### config.mk
export PLATFORM = sky130hd
export DESIGN_NAME = i2cmem_slave
export DESIGN_NICKNAME = d
export VERILOG_FILES = /design/src/rtl/i2cmem_pkg.sv /design/src/rtl/i2cmem_line_sync.sv /design/src/rtl/i2cmem_ptr.sv /design/src/rtl/i2cmem_slave.sv
export SDC_FILE = /design/constraint.sdc
export NUM_CORES = 1
export LEC_CHECK = 0
export ABC_AREA = 1
export BUFFER_PORTS_ARGS = -buffer_cell sky130_fd_sc_hd__buf_2
export CAP_MARGIN = 20
export CELL_PAD_IN_SITES_DETAIL_PLACEMENT = 0
export CELL_PAD_IN_SITES_GLOBAL_PLACEMENT = 2
export CORE_ASPECT_RATIO = 1.5
export CORE_MARGIN = 2
export CORE_UTILIZATION = 30
export DETAILED_ROUTE_END_ITERATION = 8
export HOLD_SLACK_MARGIN = 0.1
export PLACE_DENSITY_LB_ADDON = 0.1
export SYNTH_ARGS = -nofsm -noshare
export SYNTH_HDL_FRONTEND = slang
export SYNTH_SLANG_ARGS = --single-unit
### constraint.sdc
create_clock -name clk -period 1.8 [get_ports clk]
set_clock_uncertainty 0.05 [all_clocks]
set_input_delay 0 -clock clk [delete_from_list [all_inputs] [get_ports clk]]
set_output_delay 0 -clock clk [all_outputs]
set_load 0.02 [all_outputs]
### src/rtl/i2cmem_pkg.sv
package i2cmem_pkg;
  localparam int BYTE_W = 8;

  typedef enum logic [3:0] {
    ST_IDLE,
    ST_DEV,
    ST_AHI,
    ST_ALO,
    ST_WR,
    ST_ACKWAIT,
    ST_ACK,
    ST_RD,
    ST_RREL,
    ST_MACK
  } st_e;
endpackage

### src/rtl/i2cmem_line_sync.sv
module i2cmem_line_sync #(
  parameter int SYNC_N = 2
) (
  input  logic clk,
  input  logic rst,
  input  logic scl_i,
  input  logic sda_i,
  output logic scl_s,
  output logic sda_s,
  output logic scl_rise,
  output logic scl_fall,
  output logic start_det,
  output logic stop_det
);
  logic [SYNC_N-1:0] scl_pipe, sda_pipe;
  logic scl_q, sda_q;

  always_ff @(posedge clk) begin
    if (rst) begin
      scl_pipe <= '1;
      sda_pipe <= '1;
      scl_q    <= 1'b1;
      sda_q    <= 1'b1;
    end else begin
      scl_pipe <= {scl_pipe[SYNC_N-2:0], scl_i};
      sda_pipe <= {sda_pipe[SYNC_N-2:0], sda_i};
      scl_q    <= scl_pipe[SYNC_N-1];
      sda_q    <= sda_pipe[SYNC_N-1];
    end
  end

  assign scl_s     = scl_pipe[SYNC_N-1];
  assign sda_s     = sda_pipe[SYNC_N-1];
  assign scl_rise  = scl_s & ~scl_q;
  assign scl_fall  = ~scl_s & scl_q;
  assign start_det = scl_s & scl_q & sda_q & ~sda_s;
  assign stop_det  = scl_s & scl_q & ~sda_q & sda_s;
endmodule

### src/rtl/i2cmem_ptr.sv
module i2cmem_ptr #(
  parameter int ADDR_W = 16
) (
  input  logic              clk,
  input  logic              rst,
  input  logic              ld_hi,
  input  logic              ld_lo,
  input  logic              inc,
  input  logic [7:0]        byte_i,
  output logic [ADDR_W-1:0] ptr_o
);
  localparam int HI_W = ADDR_W - 8;
  logic [HI_W-1:0] hi_q;

  always_ff @(posedge clk) begin
    if (rst) begin
      hi_q  <= '0;
      ptr_o <= '0;
    end else begin
      if (ld_hi) hi_q <= byte_i[HI_W-1:0];
      if (ld_lo)    ptr_o <= {hi_q, byte_i};
      else if (inc) ptr_o <= ptr_o + ADDR_W'(1);
    end
  end

  // one step per transferred byte, wrapping at the top
  p_ptr_step_r4: assert property (@(posedge clk) disable iff (rst)
    $past(inc && !ld_lo) |-> (ptr_o == $past(ptr_o) + ADDR_W'(1)));
endmodule

### src/rtl/i2cmem_slave.sv
module i2cmem_slave
  import i2cmem_pkg::*;
#(
  parameter int               ADDR_W   = 16,
  parameter int               STRAP_W  = 3,
  parameter int               SYNC_N   = 2,
  parameter logic [6-STRAP_W:0] DEV_CODE = 4'b1010
) (
  input  logic               clk,
  input  logic               rst,
  input  logic               scl_i,
  input  logic               sda_i,
  output logic               sda_oe,
  input  logic [STRAP_W-1:0] strap_i,
  input  logic               wp_i,
  input  logic               busy_i,
  output logic               mem_en,
  output logic               mem_we,
  output logic [ADDR_W-1:0]  mem_addr,
  output logic [BYTE_W-1:0]  mem_wdata,
  input  logic [BYTE_W-1:0]  mem_rdata
);
  localparam int CNT_W = $clog2(BYTE_W);

  logic scl_s, sda_s, scl_rise, scl_fall, start_det, stop_det;
  st_e  state, ret;
  logic [CNT_W-1:0]  bitcnt;
  logic [BYTE_W-2:0] rx;
  logic [BYTE_W-1:0] tx, byte_in;
  logic ack_ok, rd_pend;
  logic dev_hit, rx_state, take, issue_rd, issue_wr, ld_hi, ld_lo, adv, ptr_inc;
  st_e  nxt;
  logic [ADDR_W-1:0] ptr;

  i2cmem_line_sync #(.SYNC_N(SYNC_N)) u_sync (
    .clk(clk), .rst(rst), .scl_i(scl_i), .sda_i(sda_i),
    .scl_s(scl_s), .sda_s(sda_s), .scl_rise(scl_rise), .scl_fall(scl_fall),
    .start_det(start_det), .stop_det(stop_det)
  );

  i2cmem_ptr #(.ADDR_W(ADDR_W)) u_ptr (
    .clk(clk), .rst(rst), .ld_hi(ld_hi), .ld_lo(ld_lo), .inc(ptr_inc),
    .byte_i(byte_in), .ptr_o(ptr)
  );

  always_comb begin
    byte_in  = {rx, sda_s};
    dev_hit  = (byte_in[7:1] == {DEV_CODE, strap_i});
    rx_state = (state == ST_DEV) || (state == ST_AHI) ||
               (state == ST_ALO) || (state == ST_WR);
    take     = 1'b0;
    nxt      = ST_IDLE;
    issue_rd = 1'b0;
    issue_wr = 1'b0;
    ld_hi    = 1'b0;
    ld_lo    = 1'b0;
    adv      = 1'b0;
    case (state)
      ST_DEV: begin
        take     = dev_hit && !busy_i;
        nxt      = byte_in[0] ? ST_RD : ST_AHI;
        issue_rd = scl_rise && (bitcnt == CNT_W'(BYTE_W-1)) && take && byte_in[0];
      end
      ST_AHI: begin
        take  = !busy_i;
        nxt   = ST_ALO;
        ld_hi = scl_rise && (bitcnt == CNT_W'(BYTE_W-1)) && take;
      end
      ST_ALO: begin
        take  = !busy_i;
        nxt   = ST_WR;
        ld_lo = scl_rise && (bitcnt == CNT_W'(BYTE_W-1)) && take;
      end
      ST_WR: begin
        take     = !busy_i;
        nxt      = ST_WR;
        adv      = scl_rise && (bitcnt == CNT_W'(BYTE_W-1)) && take;
        issue_wr = adv && !wp_i;
      end
      ST_MACK: begin
        take     = !sda_s && !busy_i;
        nxt      = ST_RD;
        issue_rd = scl_rise && take;
      end
      default: ;
    endcase
    if (start_det || stop_det) begin
      issue_rd = 1'b0;
      issue_wr = 1'b0;
      ld_hi    = 1'b0;
      ld_lo    = 1'b0;
      adv      = 1'b0;
    end
    ptr_inc = adv || issue_rd;
  end

  always_ff @(posedge clk) begin
    if (rst) begin
      state     <= ST_IDLE;
      ret       <= ST_IDLE;
      bitcnt    <= '0;
      rx        <= '0;
      tx        <= '0;
      ack_ok    <= 1'b0;
      rd_pend   <= 1'b0;
      sda_oe    <= 1'b0;
      mem_en    <= 1'b0;
      mem_we    <= 1'b0;
      mem_addr  <= '0;
      mem_wdata <= '0;
    end else begin
      mem_en  <= 1'b0;
      mem_we  <= 1'b0;
      rd_pend <= mem_en && !mem_we;
      if (rd_pend) tx <= mem_rdata;
      if (issue_rd || issue_wr) begin
        mem_en    <= 1'b1;
        mem_we    <= issue_wr;
        mem_addr  <= ptr;
        mem_wdata <= byte_in;
      end
      if (start_det) begin
        state  <= ST_DEV;
        bitcnt <= '0;
        sda_oe <= 1'b0;
      end else if (stop_det) begin
        state  <= ST_IDLE;
        sda_oe <= 1'b0;
      end else begin
        case (state)
          ST_DEV, ST_AHI, ST_ALO, ST_WR: begin
            if (scl_rise) begin
              rx     <= byte_in[BYTE_W-2:0];
              bitcnt <= bitcnt + 1'b1;
              if (bitcnt == CNT_W'(BYTE_W-1)) begin
                state  <= ST_ACKWAIT;
                ack_ok <= take;
                ret    <= nxt;
              end
            end
          end
          ST_ACKWAIT: begin
            if (scl_fall) begin
              if (ack_ok) begin
                sda_oe <= 1'b1;
                state  <= ST_ACK;
              end else begin
                state  <= ST_IDLE;
              end
            end
          end
          ST_ACK: begin
            if (scl_fall) begin
              bitcnt <= '0;
              state  <= ret;
              sda_oe <= (ret == ST_RD) ? !tx[BYTE_W-1] : 1'b0;
            end
          end
          ST_RD: begin
            if (scl_fall) begin
              sda_oe <= !tx[BYTE_W-2];
              tx     <= {tx[BYTE_W-2:0], 1'b0};
            end else if (scl_rise) begin
              bitcnt <= bitcnt + 1'b1;
              if (bitcnt == CNT_W'(BYTE_W-1)) state <= ST_RREL;
            end
          end
          ST_RREL: begin
            if (scl_fall) begin
              sda_oe <= 1'b0;
              state  <= ST_MACK;
            end
          end
          ST_MACK: begin
            if (scl_rise) begin
              if (take) begin
                state <= ST_ACK;
                ret   <= ST_RD;
              end else begin
                state <= ST_IDLE;
              end
            end
          end
          default: state <= ST_IDLE;
        endcase
      end
    end
  end

  // data line only moves while the clock line is low, or on START/STOP
  p_sda_hold_r10: assert property (@(posedge clk) disable iff (rst)
    ($past(scl_s) && !$past(start_det) && !$past(stop_det)) |-> $stable(sda_oe));

  // array accesses come only at a bit boundary of the bus clock
  p_access_on_edge_r3: assert property (@(posedge clk) disable iff (rst)
    mem_en |-> $past(scl_rise));

  // no array write while write protect was high
  p_wp_blocks_r8: assert property (@(posedge clk) disable iff (rst)
    (mem_en && mem_we) |-> !$past(wp_i));

  // no array access while busy was high
  p_busy_blocks_r9: assert property (@(posedge clk) disable iff (rst)
    mem_en |-> !$past(busy_i));
endmodule

# After elaboration in Yosys (flattened, before gate mapping)

Cells that the tools add are included.

Add/sub/neg operators: 2
Eq/ne operators: 33
Muxes and demuxes: 51
Bitwise gates (word level): 14
Reduce and logical (&&, ||, !) cells: 35

Operators with widths:

| operator              | number |
|---|---|
| $mux 4                | 13 |
| $mux 8                | 5 |
| $ne 4x4->1 const B    | 9 |
| $mux 16               | 2 |
| $ne 2x2->1 const B    | 12 |
| $pmux 4 s6            | 1 |
| $eq 4x3->1 const B    | 5 |
| $mux 1                | 18 |
| $mux 3                | 6 |
| $pmux 3 s3            | 2 |
| $reduce_and 9->1      | 2 |
| $add 16x1->16 const B | 1 |
| $logic_and 1x1->1     | 9 |
| $eq 4x2->1 const B    | 2 |
| $eq 4x4->1 const B    | 2 |
| $pmux 4 s2            | 1 |
| $reduce_and 4->1      | 2 |
| $and 1x1->1           | 7 |
| $eq 7x7->1            | 1 |
| $not 1->1             | 7 |
| $reduce_and 7->1      | 1 |
| $logic_not 1->1       | 6 |
| $reduce_and 6->1      | 1 |
| $reduce_or 2->1       | 3 |
| 13 further kinds      | 17 |

Register bits after elaboration: 85
Bits of input ports: 17
Logic and storage cells: 154

# Logic depth before layout (Yosys ltp)

Gate-level depths: netlist (run 1).

Word-level depth: 10
Gate-level depth with buffers: 13
Gate-level depth less buffers: 13

# Modules after synthesis

From an unflattened synthesis (run 1), not the netlist that was laid out.

Cells, all modules: 641
Area total of the unflattened synthesis: 4344.2 µm²

Modules (own cells, without submodules):

| module           | instances | cells each | area an instance (µm²) | seq. area each (µm²) |
|---|---|---|---|---|
| i2cmem_slave     | 1         | 436        | 2867.8                 | 1081.0 |
| i2cmem_ptr       | 1         | 181        | 1278.7                 | 480.5 |
| i2cmem_line_sync | 1         | 24         | 197.7                  | 120.1 |

# Worst setup path after synthesis (run 1)

OpenSTA, ideal clock, no wires.

Kind: register to register
Start: reg bitcnt[0]
End: reg u_ptr.ptr_o[2]
Data arrival time: 1602 ps
Path slack: 78 ps
Stages on the path, launching flop included: 13
Buffers on the path: 1
Period minus slack after synthesis: 1722 ps
Cell sequence: dfxtp_1 > ha_1 > ha_1 > inv_1 > nor2_4 > nand2_2 > nor2_4 > inv_2 > clkbuf_1 > nand3_1 > o21ai_1 > nand2_1 > a21oi_1

Cells in the longest elaborated chain, start to end: 8
Elaborated cells between the ends (all ways): 14

RTL lines:

| what                               | line                                                       | text |
|---|---|---|
| start, declared                    | i2cmem_slave.sv:27                                         | `logic [CNT_W-1:0] bitcnt;` |
| start signal, assigned             | i2cmem_slave.sv:134                                        | `bitcnt <= bitcnt + 1'b1;` |
| start signal, assigned             | i2cmem_slave.sv:164                                        | `bitcnt <= bitcnt + 1'b1;` |
| $eq 3x3->1 (*)                     | i2cmem_slave.sv:62, i2cmem_slave.sv:72, i2cmem_slave.sv:77 |  |
| $logic_and 1x1->1 (*)              | i2cmem_slave.sv:62, i2cmem_slave.sv:72, i2cmem_slave.sv:77 |  |
| $logic_and 1x1->1 (2 in a row)     | i2cmem_slave.sv:62                                         | `issue_rd = scl_rise && (bitcnt == CNT_W'(BYTE_W-1)) && take && byte_in[0];` |
| $pmux 1 s2                         | i2cmem_slave.sv:58                                         | `case (state)` |
| $mux 1                             | i2cmem_slave.sv:87                                         | `if (start_det \|\| stop_det) begin` |
| $logic_or 1x1->1                   | i2cmem_slave.sv:94                                         | `ptr_inc = adv \|\| issue_rd;` |
| $reduce_bool 2->1 (no source line) | n/a                                                        |  |
| end signal, assigned               | i2cmem_ptr.sv:21                                           | `if (ld_lo) ptr_o <= {hi_q, byte_i};` |
| end signal, assigned               | i2cmem_ptr.sv:22                                           | `else if (inc) ptr_o <= ptr_o + ADDR_W'(1);` |
| end, declared                      | i2cmem_ptr.sv:10                                           | `output logic [ADDR_W-1:0] ptr_o` |

Every way passes the cells marked *; elsewhere a longest branch is shown, timed or not.
A chain may end at the register's enable or synchronous reset.

# Worst setup path in the final report (run 1)

Start: reg bitcnt[0]
End: reg u_ptr.ptr_o[4]

The elaborated chain is that of the path after synthesis.

==> metrics.csv, run 1 <==
metric,value,unit
syn_nets,614,
diodes,0,
ant_nets,0,
critPathCaptureType,register,
place_congestion,0.913,
async_reset_ff_share,0,%
crit_top_cell,nor2_4,
total_leakage_power,2.49,nW
cts_tree,yes,
yosysWarnings,0,
clkPwrFrac,40.1,%
maxCapViolations,0,
dr.first_iter.drc_count,135,
critical_path.cell_chain,ha_4 -> ha_4 -> inv_2 -> nor2_4 -> nand2_4 -> nor2_4 -> buf_6 -> nor2_4 -> nand3_4 -> clkbuf_16 -> o21ai_1 -> a21oi_1,
grt_max_degree,57,
fin_ws,0.0000828,ns
synthTopCellsByArea,"dfxtp_1 41%, nand2_1 8.4%, nor2_1 7.8%",
hold_path_class,in -> reg,
stdcell_count,862,
startpoint_type,register,
grt-ovfl-total,0,
clk_pin_slew,0.07,ns
drc,0,
final_common_cell,nand2_1,
final_hold_viol_count,0,
dp_slack,-0.0306,ns
drive_above_1_share,32.9,%
io_pins,44,
fp.coreArea,0.0135,mm^2
crit_fanout,7,
hold_end,ack_ok,
synth.distinct_cells,36,
track_usage,17.2,%
routedWlPerCell,15.0,um
die_area,0.0148,mm^2
cp_top_family,simple AND/OR/NAND/NOR gates,
grt_pass1_vias,4010,
r2r-start,bitcnt[0],
worst_pin_slew,0.474,ns
antenna_found_initial,0,
fp-row-count,52,
finalCriticalPeriod,1.80,ns
clockBufferDepth,2,
h-tree-depth,3,
die_width,99.9,um
hold_start,strap_i[0],
clkLatencyLatePin,0.34,ns
tns,0,ns
cp.required,1.98,ns
yosysTopAreaCell,dfxtp_1,
hold_depth,8,
first_pass_iters,4,
avgSynthCellArea,6.97,um^2
vias,4116,
initial_core_util,30.7,%
grt_pass1_wl,20.0,mm
fin_nets,715,
r2r_cells,12,
ys.flop_type,dfxtp_1,
cp_slowest_cell,dfxtp_2,
syn_inst,594,
cts_sinks,84,
ys_seq_elements,84,
switching_share,30.5,%
hpwl,9.19,mm
synth_top_cell_area_share,40.6,%
critPathKind,reg -> reg,
status,completed,
power_frac_comb,18.4,%
cts_inserted_buffers,9,
synth_edf_count,0,
cp_num_buf_inv,3,
area_delta_synth_final,40.3,%
die_h,148,um
period_share,100,%
p_switching,1.49,mW
netlist_area,0.00414,mm^2
io_buffer_count,43,
rr_endpoint,u_ptr.ptr_o[4],
critPathMaxStageDelay,0.34,ns
dp_cells,817,
crit_arrival,1.98,ns
layout_common_cells,"86 x nand2_1, 77 x dfxtp_1, 67 x nor2_1",
p_int,3.40,mW
total_power,4.89,mW
setup_viol,0,
synth_seq_area_share,40.6,%
routed_via_density,4.77,
clock-root-buffer,clkbuf_16,
maxSlewViolCount,0,
irDropWorstVdd,0.000517,V
p_per_area,842,mW/mm^2
rsz0062_at_grt,yes,
relSlewSlack,68.3,%
max_freq,556,MHz
routed_wl,12.9,mm
rrSetupSlack,0.00008,ns
power_frac_seq,41.5,%
-- worst max-delay path by stage --
stage	from	slack (ns)	to	cells past startpoint
floorplan	bitcnt[0]	0.08	u_ptr.ptr_o[2]	12
global placement	bitcnt[0]	-0.01	mem_wdata[3]	12
detailed placement	bitcnt[0]	-0.03	mem_wdata[3]	12
CTS	bitcnt[1]	0.0008	mem_addr[14]	12
global route	bitcnt[1]	-0.07	u_ptr.ptr_o[11]	12
finish	bitcnt[0]	0.00008	u_ptr.ptr_o[4]	12
-- worst register-to-register path, delay by kind of cell (launching register included) --
family,cells,cell delay [ns]
AO/OA/AOI/OAI,2,0.17
flip-flops,1,0.34
AND/OR/NAND/NOR,5,0.45
buffers and inverters,3,0.39
adder cells (fa/ha/maj),2,0.31
-- power by group through the flow --
| stage | registers, mW | logic [mW] | clock network (mW) |
|---|---|---|---|
| 2_1_floorplan | 2.04 | 0.607 | 0 |
| 3_3_place_gp | 2.05 | 0.811 | 0 |
| 3_5_place_dp | 2.05 | 0.805 | 0 |
| 4_1_cts | 2.01 | 0.834 | 2.02 |
| 5_1_grt | 2.03 | 1.02 | 2.09 |
| 6_report | 2.03 | 0.900 | 1.96 |
-- registers in the layout, summed over array words and instances (netlist names) --
signal and count:
mem_we 1, u_sync.scl_pipe 2, state 4, u_ptr.hi_q 8, ack_ok 1, u_sync.scl_q 1
rx 7, u_sync.sda_pipe 2, mem_wdata 8, tx 8, sda_oe 1, mem_addr 16
bitcnt 3, u_sync.sda_q 1, mem_en 1, rd_pend 1, u_ptr.ptr_o 16, ret 3
-- Yosys cell counts, drive strengths merged, types with 2 or more instances --
cell	number
or2	7
ha	3
o21ai	82
inv	68
buf	11
nor3	12
o21bai	2
a21oi	50
dfxtp	84
clkbuf	10
xor2	3
nand3	46
nor2	102
nand4	6
nand2	102
-- logic make-up after synthesis --
family | Yosys count | share of synthesized area [%]
mux | 1 | 0.242
flops | 84 | 40.6
simple gates | 277 | 31.6
compound gates | 137 | 16.8
fa+ha+maj | 3 | 0.907
buf+inv | 89 | 9.10
xor+xnor | 3 | 0.635
-- metrics by stage --
stage	hold slack, ns	area, um^2	util [%]
floorplan	0.0538	4140	-
global placement	0.134	4800	35.7
detailed placement	0.137	4800	35.7
CTS	0.205	5270	39.1
global route	0.288	5810	43.1
finish	0.239	5810	43.1
-- routing by layer --
metal,part of all wire [%],up-vias,global-route usage (%)
met3,1.6,26,2.41
met1,40,1902,19.0
li1,-,2138,-
met4,3.4,0,7.19
met2,55,50,32.5
met5,0,-,0
-- timing repair --
action / CTS / global route
endpoints found under the hold margin: 18 / 0
hold buffers: 14 / 0
cloned: 0 / 5
setup endpoints to repair: 23 / 59
pin swaps: 2 / 37
buffers inserted: 0 / 11
gates resized for setup: 7 / 122
-- layout make-up --
| type | count | area [um^2] |
|---|---|---|
| clock buffer | 10 | 239 |
| clock inverter | 6 | 68.8 |
| fill | 1455 | 7660 |
| inverter | 68 | 268 |
| multi-input combinational | 421 | 2410 |
| sequential | 84 | 1690 |
| tap | 162 | 203 |
| timing repair buffer | 110 | 918 |
| timing repair inverter | 1 | 7.51 |
No activity file was read; power rests on OpenSTA's default activity.
==> run 2, diff against run 1 <==
RECOVER_POWER = 100   (was unset)
==> run 2 against run 1 <==
  * The run now ends with setup timing left
  * Clock power about the same
  * Hold slack improved by 0.0029 ns
  * Critical path depth unchanged
  * Worst setup slack got worse by 0.00084 ns
  * Maximum frequency about the same
  * Sequential share of layout area increased by 0.21 points
  * Final area decreased by 0.71%
  * Sequential power about the same
  * Power decreased by 0.25%
  * Global-route usage unchanged
  * Non-clock buffer count unchanged
  * Flip-flop and latch count unchanged
==> metrics.csv, run 2 (synthesis gave the netlist of run 1 again) <==
metric,value,unit,change
hpwl,9.19,mm,unchanged
stdcell_count,862,,unchanged
cts_sinks,84,,unchanged
clkLatencyLatePin,0.34,ns,about the same
routed_via_density,4.77,,-0.17%
area_delta_synth_final,39.3,%,
grt-ovfl-total,0,,unchanged
maxCapViolations,0,,unchanged
top_regs,"mem_addr: 16 flops, u_ptr.ptr_o: 16 flops",,
hold_depth,8,,unchanged
hold_path_class,in -> reg,,
routed_wl,13.0,mm,+0.32%
rsz0062_at_grt,yes,,
r2r_cells,12,,unchanged
period_share,100,%,about the same
critPathCaptureType,register,,
die_h,148,um,unchanged
fin_ws,-0.000756,ns,-0.000839 ns
ant_nets,0,,unchanged
h-tree-depth,3,,unchanged
crit_arrival,1.98,ns,about the same
fin_nets,715,,unchanged
fp-row-count,52,,unchanged
finalCriticalPeriod,1.80,ns,+0.000839 ns
grt_pass1_wl,20.0,mm,unchanged
p_per_area,846,mW/mm^2,+0.47%
grt_pass1_vias,4010,,unchanged
hold_end,ack_ok,,
drive_above_1_share,29.0,%,-3.9 points
r2r-start,bitcnt[0],,
critPathKind,reg -> reg,,
io_buffer_count,43,,unchanged
final_core_utilization,42.8,%,-0.31 points
routedWlPerCell,15.1,um,+0.32%
dr.first_iter.drc_count,128,,-5.2%
place_congestion,0.913,,unchanged
die_width,99.9,um,unchanged
crit_fanout,7,,unchanged
clk_pin_slew,0.07,ns,about the same
startpoint_type,register,,
dp_slack,-0.0306,ns,unchanged
rrSetupSlack,-0.0008,ns,about the same
maxSlewViolCount,0,,unchanged
vias,4109,,-0.17%
rr_endpoint,u_ptr.ptr_o[4],,
io_pins,44,,unchanged
final_common_cell,nand2_1,,
clockBufferDepth,2,,unchanged
antenna_found_initial,0,,unchanged
initial_core_util,30.7,%,unchanged
dp_cells,817,,unchanged
hold_start,strap_i[0],,
die_area,0.0148,mm^2,unchanged
violations,setup timing,,
total_leakage_power,2.37,nW,-4.9%
final_hold_viol_count,0,,unchanged
irDropWorstVdd,0.000517,V,about the same
first_pass_iters,4,,unchanged
fp.coreArea,0.0135,mm^2,unchanged
worst_pin_slew,0.494,ns,+0.0199 ns
track_usage,17.2,%,unchanged
drc,0,,unchanged
relSlewSlack,67.0,%,-1.3 points
max_freq,555,MHz,about the same
cts_tree,yes,,
layout_common_cells,"86 x nand2_1, 77 x dfxtp_1, 67 x nor2_1",,
status,finished with violations,,
cts_inserted_buffers,9,,unchanged
grt_max_degree,57,,unchanged
clock-root-buffer,clkbuf_16,,
cp.required,1.98,ns,about the same
setup_viol,1,,+1
diodes,0,,unchanged
==> run 2: cell count changes in the layout (fill, tap and decap cells not counted) <==
| cell | before | now |
|---|---|---|
| clkbuf_1 | 0 | 27 |
| buf_2 | 43 | 17 |
| buf_4 | 36 | 35 |
| nor2_2 | 19 | 20 |
| nor2_4 | 15 | 14 |
| o21ai_0 | 32 | 33 |
| o21ai_1 | 23 | 22 |
==> run 2: worst max-delay path by stage <==
stage	endpoint	start	slack [ns]
floorplan	u_ptr.ptr_o[2]	bitcnt[0]	0.08
global placement	mem_wdata[3]	bitcnt[0]	-0.01
detailed placement	mem_wdata[3]	bitcnt[0]	-0.03
CTS	mem_addr[14]	bitcnt[1]	0.0008
global route	u_ptr.ptr_o[11]	bitcnt[1]	-0.07
finish	u_ptr.ptr_o[4]	bitcnt[0]	-0.0008
==> run 2: repair_timing <==
action,in CTS,in global routing
hold buffers,14,0
endpoints found under the setup margin,23,59
buffers inserted,0,11
pin swaps,2,37
resized for setup,7,122
hold endpoints to repair,18,0
gates cloned,0,5
==> run 2: where the power goes <==
part / switching (mW) / total, mW / internal (mW) / leakage [nW]
clock network: 0.834 / 1.96 / 1.13 / 0.150
logic: 0.563 / 0.887 / 0.324 / 1.54
registers: 0.0870 / 2.03 / 1.94 / 0.682
==> run 2: layout make-up <==
cell class / count / area, um^2
clock inverters: 6 / 68.8
multi-input cells: 421 / 2400
repair buffers: 110 / 882
inverters: 68 / 268
repair inverters: 1 / 7.51
fillers: 1466 / 7700
clock buffers: 10 / 239
well taps: 162 / 203
flip-flops and latches: 84 / 1690
==> run 2: per-layer routing <==
layer | GRT usage (%) | vias to the layer above | part of all wire (%)
li1 | - | 2139 | -
met1 | 19.0 | 1901 | 40
met2 | 32.5 | 43 | 55
met3 | 2.41 | 26 | 1.5
met4 | 7.19 | 0 | 3.3
met5 | 0 | - | 0
==> run 2: metrics by stage <==
step | cell area, um^2 | power (mW) | hold slack [ns] | setup TNS [ns]
6_report | 5760 | 4.87 | 0.242 | -0.000756
5_1_grt | 5760 | 5.13 | 0.288 | -1.46
4_1_cts | 5270 | 4.86 | 0.205 | 0
3_5_place_dp | 4800 | 2.86 | 0.137 | -0.154
3_3_place_gp | 4800 | 2.86 | 0.134 | -0.0131
2_1_floorplan | 4140 | 2.64 | 0.0538 | 0
==> run 2: critical path, cell delays in order (launching register included) <==
cell	delay [ns]
dfxtp_2	0.34
ha_4	0.16
ha_4	0.15
inv_2	0.06
nor2_4	0.05
nand2_4	0.09
nor2_4	0.05
buf_6	0.11
nor2_4	0.12
nand3_4	0.14
clkbuf_16	0.21
o21ai_1	0.12
a21oi_1	0.05
